$ cat config.mk
export PLATFORM = sky130hd
export DESIGN_NAME = seg_b2r_converter
export DESIGN_NICKNAME = d
export VERILOG_FILES = /design/src/rtl/b2r_pkg.sv /design/src/rtl/b2r_seg_modgen.sv /design/src/rtl/b2r_csa_array.sv /design/src/rtl/b2r_range_fold.sv /design/src/rtl/b2r_mod_add.sv /design/src/rtl/seg_b2r_converter.sv
export SDC_FILE = /design/constraint.sdc
export NUM_CORES = 1
export LEC_CHECK = 0
export ABC_AREA = 1
export BUFFER_PORTS_ARGS = -buffer_cell sky130_fd_sc_hd__buf_2
export CAP_MARGIN = 20
export CORE_ASPECT_RATIO = 1.25
export CORE_MARGIN = 8
export CORE_UTILIZATION = 55
export CTS_BUF_LIST = sky130_fd_sc_hd__clkbuf_4
export DETAILED_ROUTE_END_ITERATION = 10
export GPL_TIMING_DRIVEN = 0
export PLACE_DENSITY = 0.77
export SLEW_MARGIN = 20
export SYNTH_ARGS = -nofsm -noshare
export SYNTH_HDL_FRONTEND = slang
export SYNTH_SLANG_ARGS = --single-unit
$ cat constraint.sdc
create_clock -name clk -period 3 [get_ports clk]
set_clock_uncertainty 0.15 [all_clocks]
set_input_delay 0 -clock clk [delete_from_list [all_inputs] [get_ports clk]]
set_output_delay 0 -clock clk [all_outputs]
set_load 0.01 [all_outputs]
$ cat src/rtl/b2r_pkg.sv
package b2r_pkg;

   // Number of 2-bit slices needed to cover a word of width w.
   function automatic int slice_count(input int w);
      return (w + 1) / 2;
   endfunction

   // 2^e mod m, computed by repeated doubling.
   function automatic int pow2_mod(input int e, input int m);
      int r;
      r = 1 % m;
      for (int i = 0; i < e; i++) r = (r * 2) % m;
      return r;
   endfunction

   // Width that holds the value v.
   function automatic int bits_for(input int v);
      return $clog2(v + 1);
   endfunction

endpackage

$ cat src/rtl/b2r_seg_modgen.sv
module b2r_seg_modgen #(
   parameter int MOD = 29,
   parameter int RW  = 5,
   parameter int IDX = 0
) (
   input  logic [1:0]    slice,
   output logic [RW-1:0] part
);
   import b2r_pkg::*;

   // Residue of the slice weight 4^IDX and its small multiples.
   localparam int WT1 = pow2_mod(2 * IDX, MOD);
   localparam int WT2 = (2 * WT1) % MOD;
   localparam int WT3 = (3 * WT1) % MOD;

   always_comb begin
      unique case (slice)
         2'd0:    part = '0;
         2'd1:    part = RW'(WT1);
         2'd2:    part = RW'(WT2);
         default: part = RW'(WT3);
      endcase
   end
endmodule

$ cat src/rtl/b2r_csa_array.sv
module b2r_csa_array #(
   parameter int NOPS = 8,
   parameter int RW   = 5,
   parameter int SW   = 8
) (
   input  logic [NOPS-1:0][RW-1:0] ops,
   output logic [SW-1:0]           sum_vec,
   output logic [SW-1:0]           car_vec
);
   logic [SW-1:0] s_ch [NOPS];
   logic [SW-1:0] c_ch [NOPS];

   assign s_ch[0] = SW'(ops[0]);
   assign c_ch[0] = '0;

   generate
      for (genvar i = 1; i < NOPS; i++) begin : g_level
         logic [SW-1:0] x;
         assign x       = SW'(ops[i]);
         assign s_ch[i] = s_ch[i-1] ^ c_ch[i-1] ^ x;
         assign c_ch[i] = ((s_ch[i-1] & c_ch[i-1]) |
                           (s_ch[i-1] & x) |
                           (c_ch[i-1] & x)) << 1;
      end
   endgenerate

   assign sum_vec = s_ch[NOPS-1];
   assign car_vec = c_ch[NOPS-1];
endmodule

$ cat src/rtl/b2r_range_fold.sv
module b2r_range_fold #(
   parameter int MOD = 29,
   parameter int RW  = 5,
   parameter int SW  = 8
) (
   input  logic [SW-1:0] sum_vec,
   input  logic [SW-1:0] car_vec,
   output logic [RW-1:0] op_lo,
   output logic [RW-1:0] op_hi
);
   import b2r_pkg::*;

   localparam int HW   = SW - RW;
   localparam int NH   = 1 << HW;
   localparam int HWGT = pow2_mod(RW, MOD);

   logic [SW-1:0] total;
   logic [RW-1:0] lo_bits;
   logic [HW-1:0] hi_bits;
   logic [RW-1:0] hi_tab [NH];

   assign total   = sum_vec + car_vec;
   assign lo_bits = total[RW-1:0];
   assign hi_bits = total[SW-1:RW];

   // The low field is below 2^RW <= 2*MOD, so one conditional subtract suffices.
   always_comb begin
      if (int'(lo_bits) >= MOD) op_lo = RW'(int'(lo_bits) - MOD);
      else                      op_lo = lo_bits;
   end

   // Residue of the high field at weight 2^RW, one constant per value.
   generate
      for (genvar h = 0; h < NH; h++) begin : g_hi
         assign hi_tab[h] = RW'((h * HWGT) % MOD);
      end
   endgenerate

   assign op_hi = hi_tab[hi_bits];
endmodule

$ cat src/rtl/b2r_mod_add.sv
module b2r_mod_add #(
   parameter int MOD = 29,
   parameter int RW  = 5
) (
   input  logic [RW-1:0] a,
   input  logic [RW-1:0] b,
   output logic [RW-1:0] res
);
   logic [RW:0]   s_raw;
   logic [RW+1:0] s_sub;

   assign s_raw = {1'b0, a} + {1'b0, b};
   assign s_sub = {1'b0, s_raw} - (RW+2)'(MOD);
   assign res   = s_sub[RW+1] ? s_raw[RW-1:0] : s_sub[RW-1:0];
endmodule

$ cat src/rtl/seg_b2r_converter.sv
module seg_b2r_converter #(
   parameter  int W_IN = 16,
   parameter  int MOD  = 29,
   localparam int RW   = $clog2(MOD)
) (
   input  logic            clk,
   input  logic            rst,
   input  logic            in_valid,
   input  logic [W_IN-1:0] in_word,
   output logic            out_valid,
   output logic [RW-1:0]   out_residue
);
   import b2r_pkg::*;

   localparam int NSEG = slice_count(W_IN);
   localparam int PW   = 2 * NSEG;
   localparam int SW   = bits_for(NSEG * (MOD - 1));

   generate
      if (MOD < 3 || MOD > 31) begin : g_bad_mod
         $error("MOD must lie in 3..31");
      end
      if (W_IN < 4) begin : g_bad_width
         $error("W_IN must be at least 4");
      end
   endgenerate

   // Stage 1: slice generators
   logic [PW-1:0]             word_pad;
   logic [NSEG-1:0][RW-1:0]   part_c;
   logic [NSEG-1:0][RW-1:0]   s1_part;
   logic                      s1_valid;

   assign word_pad = PW'(in_word);

   generate
      for (genvar k = 0; k < NSEG; k++) begin : g_seg
         b2r_seg_modgen #(.MOD(MOD), .RW(RW), .IDX(k)) u_gen (
            .slice (word_pad[2*k+1:2*k]),
            .part  (part_c[k])
         );
      end
   endgenerate

   // Stage 2: carry-save merge
   logic [SW-1:0] sum_c, car_c;
   logic [SW-1:0] s2_sum, s2_car;
   logic          s2_valid;

   b2r_csa_array #(.NOPS(NSEG), .RW(RW), .SW(SW)) u_csa (
      .ops     (s1_part),
      .sum_vec (sum_c),
      .car_vec (car_c)
   );

   // Stage 3: fold below 2*MOD
   logic [RW-1:0] lo_c, hi_c;
   logic [RW-1:0] s3_lo, s3_hi;
   logic          s3_valid;

   b2r_range_fold #(.MOD(MOD), .RW(RW), .SW(SW)) u_fold (
      .sum_vec (s2_sum),
      .car_vec (s2_car),
      .op_lo   (lo_c),
      .op_hi   (hi_c)
   );

   // Stage 4: final modular addition
   logic [RW-1:0] res_c;

   b2r_mod_add #(.MOD(MOD), .RW(RW)) u_add (
      .a   (s3_lo),
      .b   (s3_hi),
      .res (res_c)
   );

   always_ff @(posedge clk) begin
      if (rst) begin
         s1_valid  <= 1'b0;
         s2_valid  <= 1'b0;
         s3_valid  <= 1'b0;
         out_valid <= 1'b0;
      end else begin
         s1_valid  <= in_valid;
         s2_valid  <= s1_valid;
         s3_valid  <= s2_valid;
         out_valid <= s3_valid;
      end
   end

   always_ff @(posedge clk) begin
      s1_part     <= part_c;
      s2_sum      <= sum_c;
      s2_car      <= car_c;
      s3_lo       <= lo_c;
      s3_hi       <= hi_c;
      out_residue <= res_c;
   end

   // ---------------- assertions ----------------
   logic [SW-1:0] s1_total;
   logic [2:0]    since_rst;

   always_comb begin
      s1_total = '0;
      for (int k = 0; k < NSEG; k++) s1_total = s1_total + SW'(s1_part[k]);
   end

   always_ff @(posedge clk) begin
      if (rst)                  since_rst <= '0;
      else if (since_rst != 3'd4) since_rst <= since_rst + 3'd1;
   end

   generate
      for (genvar k = 0; k < NSEG; k++) begin : g_chk
         a_r7_slice_below_mod: assert property (@(posedge clk) disable iff (rst)
            s1_valid |-> (int'(s1_part[k]) < MOD));
      end
   endgenerate

   a_r8_csa_total: assert property (@(posedge clk) disable iff (rst)
      s2_valid |-> (SW'(s2_sum + s2_car) == $past(s1_total)));

   a_r9_fold_range: assert property (@(posedge clk) disable iff (rst)
      s3_valid |-> ((int'(s3_lo) < MOD) && (int'(s3_hi) < MOD)));

   a_r2_out_range: assert property (@(posedge clk) disable iff (rst)
      out_valid |-> (int'(out_residue) < MOD));

   a_r5_reset_clears: assert property (@(posedge clk)
      rst |=> !out_valid);

   a_r3_latency: assert property (@(posedge clk) disable iff (rst)
      (since_rst == 3'd4) |-> (out_valid == $past(in_valid, 4)));

   a_r1_residue: assert property (@(posedge clk) disable iff (rst)
      ((since_rst == 3'd4) && out_valid) |->
         (int'(out_residue) == int'($past(in_word, 4)) % MOD));

endmodule

==> results of run 1 <==
==> cells in the mapped netlist (2+ instances only) <==
cell type,instances
inv_1,73
dfxtp_1,59
ha_1,41
nand2_1,34
fa_1,19
nand3_1,13
a21oi_1,9
clkbuf_1,9
nand2_2,7
nor2_1,6
nand4_1,5
or2_2,4
xor2_1,4
nand3_2,3
a31oi_1,2
inv_2,2
nand3b_1,2
nor2_4,2
==> metal layers <==
metal	routed length (um)	vias to the layer above
li1	-	1010
met1	1760	916
met2	3030	27
met3	199	12
met4	107	0
met5	0	-
==> sequential cells by signal (all words and copies together), names as in the netlist <==
name	cells
s2_sum	7
out_valid	1
s3_valid	1
out_residue	5
s2_valid	1
s1_valid	1
s3_lo	5
s3_hi	5
s2_car	7
s1_part	26
==> repair_timing <==
action | 4_1_cts | 5_1_grt
hold buffers | 22 | 0
resized for setup | 3 | 17
setup endpoints to repair | 8 | 8
setup buffers | 0 | 1
endpoints found under the hold margin | 30 | 0
pin swaps | 0 | 10
==> final cells by class <==
type,instances,area [um^2]
inverter,75,282
timing repair buffer,39,308
multi-input combinational,159,1510
buffer,9,33.8
clock buffer,12,90.1
clock inverter,4,41.3
fill,369,1590
sequential,59,1180
tap,62,77.6
==> power by group through the flow <==
stage / registers, W / clock network [W] / logic [W]
3_5_place_dp: 0.00112 / 0 / 0.00209
2_1_floorplan: 0.00111 / 0 / 0.00168
4_1_cts: 0.00110 / 0.000553 / 0.00213
6_report: 0.00110 / 0.000543 / 0.00215
5_1_grt: 0.00111 / 0.000591 / 0.00250
3_3_place_gp: 0.00111 / 0 / 0.00199
==> worst min-delay path by stage <==
stage               start           to  slack (ns)
3_3_place_gp   in_word[1]   s1_part[1]       -0.06
2_1_floorplan         rst     s1_valid       -0.08
3_5_place_dp   in_word[4]  s1_part[14]       -0.05
6_report       in_word[4]  s1_part[14]        0.07
5_1_grt        in_word[4]  s1_part[14]        0.05
4_1_cts        in_word[3]   s1_part[8]        0.05
==> cells in the final DEF, fill, tap and decap left out <==
cell / instances
nor2_4: 2
nand2_2: 7
fa_2: 9
clkinv_1: 3
o21ai_1: 1
inv_2: 7
clkbuf_4: 12
dfxtp_1: 57
dlygate4sd3_1: 22
bufinv_16: 1
a21o_1: 1
nand4_1: 5
xor2_1: 4
ha_1: 37
or2_1: 1
nor2_1: 6
nand3_2: 3
a31oi_1: 2
a21oi_1: 9
inv_1: 68
a31o_2: 1
o21bai_2: 1
buf_4: 1
nand3b_1: 2
nor3_1: 1
nand2_1: 34
or2_2: 4
buf_2: 16
ha_4: 4
nand3_1: 13
nor3_4: 1
clkbuf_1: 9
dfxtp_2: 2
fa_1: 10
a21oi_2: 1
==> critical path, stage by stage (launching register included) <==
cell and delay [ns]:
dfxtp_2 0.36, ha_4 0.12, inv_2 0.03, fa_2 0.53, inv_2 0.04, fa_2 0.34, fa_2 0.55, inv_2 0.04
fa_2 0.52, fa_1 0.41, inv_1 0.06
==> kinds of logic after synthesis <==
group                      after synthesis  share of synthesized area (%)
DFF                                     59                           40.3
xor gates and xnor gates                 4                           1.19
buffers and inverters                   84                           10.7
adders and majority gates               60                           30.4
AOI/OAI and AO/OA                       16                           3.37
and+or+nand+nor                         79                           14.0
==> through the flow <==
stage	TNS, ns	hold WS, ns	instances	total power (W)
final	-0.692	0.0682	419	0.00379
after floorplan	-0.0731	-0.0788	302	0.00279
after global placement	-0.245	-0.0592	380	0.00310
after global routing	-1.03	0.0474	419	0.00421
after detailed placement	-0.608	-0.0544	380	0.00320
after CTS	-0.520	0.0485	418	0.00378
==> metrics.txt, run 1 <==
H-tree Lvls 3; initial antenna violation count 0; Distinct cells, synth 26; CP endpoint kind flop; R2R Path Start s1_part[11]; CTS tree yes; Global Route Usage Sum 13.8%; Via density 4.69; R2R Setup Slk -0.22 ns; max cap viols 0; CTS max path bufs 2; clk_lat worst skew 0.40 ns; leading post-synthesis cells by cell area dfxtp_1, ha_1, fa_1; Synth Register Bits 59; crit path kind reg -> reg; LEAKAGE 1.84 nW; gr ovfl total 0; met3 global-route usage 5.83%; Max FO, Critical Path 2; Max Slew Vio Count 0; post-synth top area share 40.3%; power per cell area 1070 mW/mm^2; met2 Use GR 26.5%; Setup WS pre-CTS -0.221 ns; drt first pass iters 3; Critical R2R Capture s2_sum[3]; die area 0.00794 mm^2; critical path data required time 3.19 ns; number of nets in the layout 431; P_int 0.00217 W; part of the power in registers 29.0%; Main synth FF type dfxtp_1; violated checks setup timing; Starting Density 57.3%; crit path from s1_part[11]; via count 1965; slew margin rel. 72.0%; WHS Path Cells 2; largest net degree at the start of global routing 10; Slew @ Worst Pin 0.416 ns; layout cells sized above 1 20.2%; Post-Syn Area 0.00293 mm^2; min cycle time layout 3.22 ns; Placer Congestion 0.770; chip height 97.7 um; post-synthesis sequential area ratio 40.3%; CP startpoint kind flop; status finished, violations left; Synth area leader dfxtp_1; DRT iter0 DRCs 36; Ys Warns 0; cell count after synthesis 302; power share of the clock group 14.3%; syn_area_per_cell 9.72 um^2; I/O Pins 25; number of flops mapped to enable cells by yosys 0; met1 Track Usage GR 10.9%; global route hottest layer met2; FFs w/ async S/R, synth 0%; CP Capture Point s2_sum[3]; RSZ-0062 raised after global routing true; die width 81.3 um; Area after DPL 0.00310 mm^2; FF-to-FF path depth 10; Comb pwr share 56.7%; Port Buf Inserts 16; fin area 0.00353 mm^2; Rows 29; Antenna Cells 0; final hold vios 0; Peak supply drop 0.000505 V; Switch Pwr 0.00161 W; wire per inst 12.2 um; CTS clk-pin slew, worst paths 0.10 ns; fin crit share 107%; Synthesized Nets 381; Achievable Freq 311 MHz; Final Core Density 68.9%; vias in the first global route 2141; synthesis-to-finish area growth 20.2%; count of final setup violators 6; DRC violations left 0; CTS sink cnt 59; HP Class in -> reg; total CTS buffers 9; CTS Root Cell clkbuf_4; first-pass GRT wire length 8370 um; worst setup margin -0.219 ns; switching part of the total 42.6%; Detail Route Antenna Nets 0; crit path DAT 3.41 ns; Core Area 0.00512 mm^2; HPWL after DPL 3640 um; Routed WL 5100 um
Power figures use the tool's default switching activity.
==> run 2, diff against run 1 <==
GPL_TIMING_DRIVEN = unset   (was 0)
==> metrics.txt, run 2 (synthesis results as in run 1) <==
Final Core Density 68.8%; hold worst-path end s1_part[26]; initial antenna violation count 0; status finished, violations left; fin crit share 107%; Rows 29; HP Class in -> reg; CTS clk-pin slew, worst paths 0.10 ns; fillers 404; final hold vios 0; Max Slew Vio Count 0; commonest non-fill, non-tap cell in the layout inv_1; power share of the clock group 16.2%; Peak supply drop 0.000514 V; switching part of the total 42.1%; Slew @ Worst Pin 0.424 ns; worst setup margin -0.197 ns; power per cell area 1100 mW/mm^2; met2 WL 3090 um; crit path kind reg -> reg; CTS max path bufs 2; synthesis-to-finish area growth 19.9%; CTS sink cnt 59; part of the power in registers 28.4%; worst hold start in_word[11]; largest registers s1_part (26), s2_car (7), s2_sum (7); crit-path most repeated cell fa_2; layout cells sized above 1 21.8%; Core Area 0.00512 mm^2; H-tree Lvls 3; count of final setup violators 4; DRC violations left 0; Achievable Freq 313 MHz; number of nets in the layout 428; area of the multi-input gates 0.00149 mm^2; R2R Setup Slk -0.20 ns; Biggest register s1_part; Port Buf Inserts 24; die width 81.3 um; critical path data required time 3.20 ns; largest net degree at the start of global routing 11; Setup Total Neg Slack -0.433 ns; Switch Pwr 0.00162 W; die area 0.00794 mm^2; Starting Density 57.3%; CP endpoint kind flop; Largest register FFs 26; WP buf/inv 4; CP startpoint kind flop; Placer Congestion 0.772; Top delay family on crit path adder cells; met1 WL 1620 um; CTS Root Cell clkbuf_4; uppermost layer routed met4; clk_lat worst skew 0.40 ns; Detail Route Antenna Nets 0; R2R Path Start s1_part[11]; Area after DPL 0.00310 mm^2; WHS Path Cells 2; HPWL after DPL 3530 um; CTS tree yes; Critical R2R Capture s2_sum[3]; LEAKAGE 1.86 nW; via count 1953; violated checks setup timing; met3 WL post-DR 210 um; Via density 4.69; chip height 97.7 um; slew margin rel. 71.5%; slowest CP cell fa_2; first-pass GRT wire length 8740 um; I/O Pins 25; max cap viols 0; Routed WL 5000 um; wire per inst 12.0 um; Register Area 0.00118 mm^2; Global Route Usage Sum 14.3%; CP Cell Sequence ha_4, inv_2, fa_2, inv_2, fa_2, fa_2, inv_2, fa_2, fa_1, inv_1; crit path DAT 3.40 ns; Min Hold Slack 0.0763 ns; commonest cells after routing, fill and taps aside inv_1, dfxtp_1, ha_1, nand2_1, buf_2; DRT iter0 DRCs 49; Comb pwr share 55.4%; RSZ-0062 raised after global routing true; FF-to-FF path depth 10; total CTS buffers 9; fin area 0.00352 mm^2; vias in the first global route 2174; final std cells w/o fill 416; drt first pass iters 4; min cycle time layout 3.20 ns; Antenna Cells 0; Cells after DPL 379; gr ovfl total 0; Max FO, Critical Path 2; crit-path max cell delay 0.54 ns; P_int 0.00223 W
-- run 2: per-layer routing --
metal | track usage [%] | vias up
met5 | 0 | -
met4 | 6.76 | 0
met3 | 5.56 | 5
met2 | 28.1 | 30
met1 | 11.3 | 917
li1 | - | 1001
-- run 2: worst max path at each step --
stage,end,startpoint,depth (start not counted)
after detailed placement,s2_sum[3],s1_part[11],10
after global routing,s2_sum[3],s1_part[11],10
after CTS,s2_sum[3],s1_part[11],10
final,s2_sum[3],s1_part[11],10
after global placement,s2_sum[3],s1_part[11],10
after floorplan,s2_sum[3],s1_part[11],10
-- run 2: through the flow --
| stage | worst slack, ns | total power, W |
|---|---|---|
| 6_report | -0.197 | 0.00385 |
| 5_1_grt | -0.275 | 0.00427 |
| 4_1_cts | -0.153 | 0.00386 |
| 3_5_place_dp | -0.207 | 0.00321 |
| 3_3_place_gp | -0.105 | 0.00311 |
| 2_1_floorplan | -0.0731 | 0.00279 |
-- run 2: worst reg2reg max path, delay by kind of cell, from the launching register on --
kind	cells	cell delay [ns]
buffers and inverters	4	0.17
DFF	1	0.37
adders and majority gates	6	2.46
-- run 2: final cells by class --
cell class                      count  area share [%]
Clock buffer                       10            2.13
Tap cell                           62            2.20
Timing Repair Buffer               45            9.39
Inverter                           75            8.00
Sequential cell                    59            33.6
Multi-Input combinational cell    159            42.4
Clock inverter                      6            2.28
-- run 2: repair_timing --
action                                  CTS  global route
pin swaps                                 8             5
endpoints found under the setup margin    7             7
resized for setup                         8             7
buffers inserted                          0             0
hold buffers                             21             0
hold endpoints to repair                 30             0
-- run 2: power by group through the flow --
stage | logic, W | registers [W] | clock network [W]
2_1_floorplan | 0.00168 | 0.00111 | 0
3_3_place_gp | 0.00200 | 0.00111 | 0
3_5_place_dp | 0.00209 | 0.00112 | 0
4_1_cts | 0.00213 | 0.00110 | 0.000635
5_1_grt | 0.00247 | 0.00112 | 0.000680
6_report | 0.00214 | 0.00109 | 0.000623
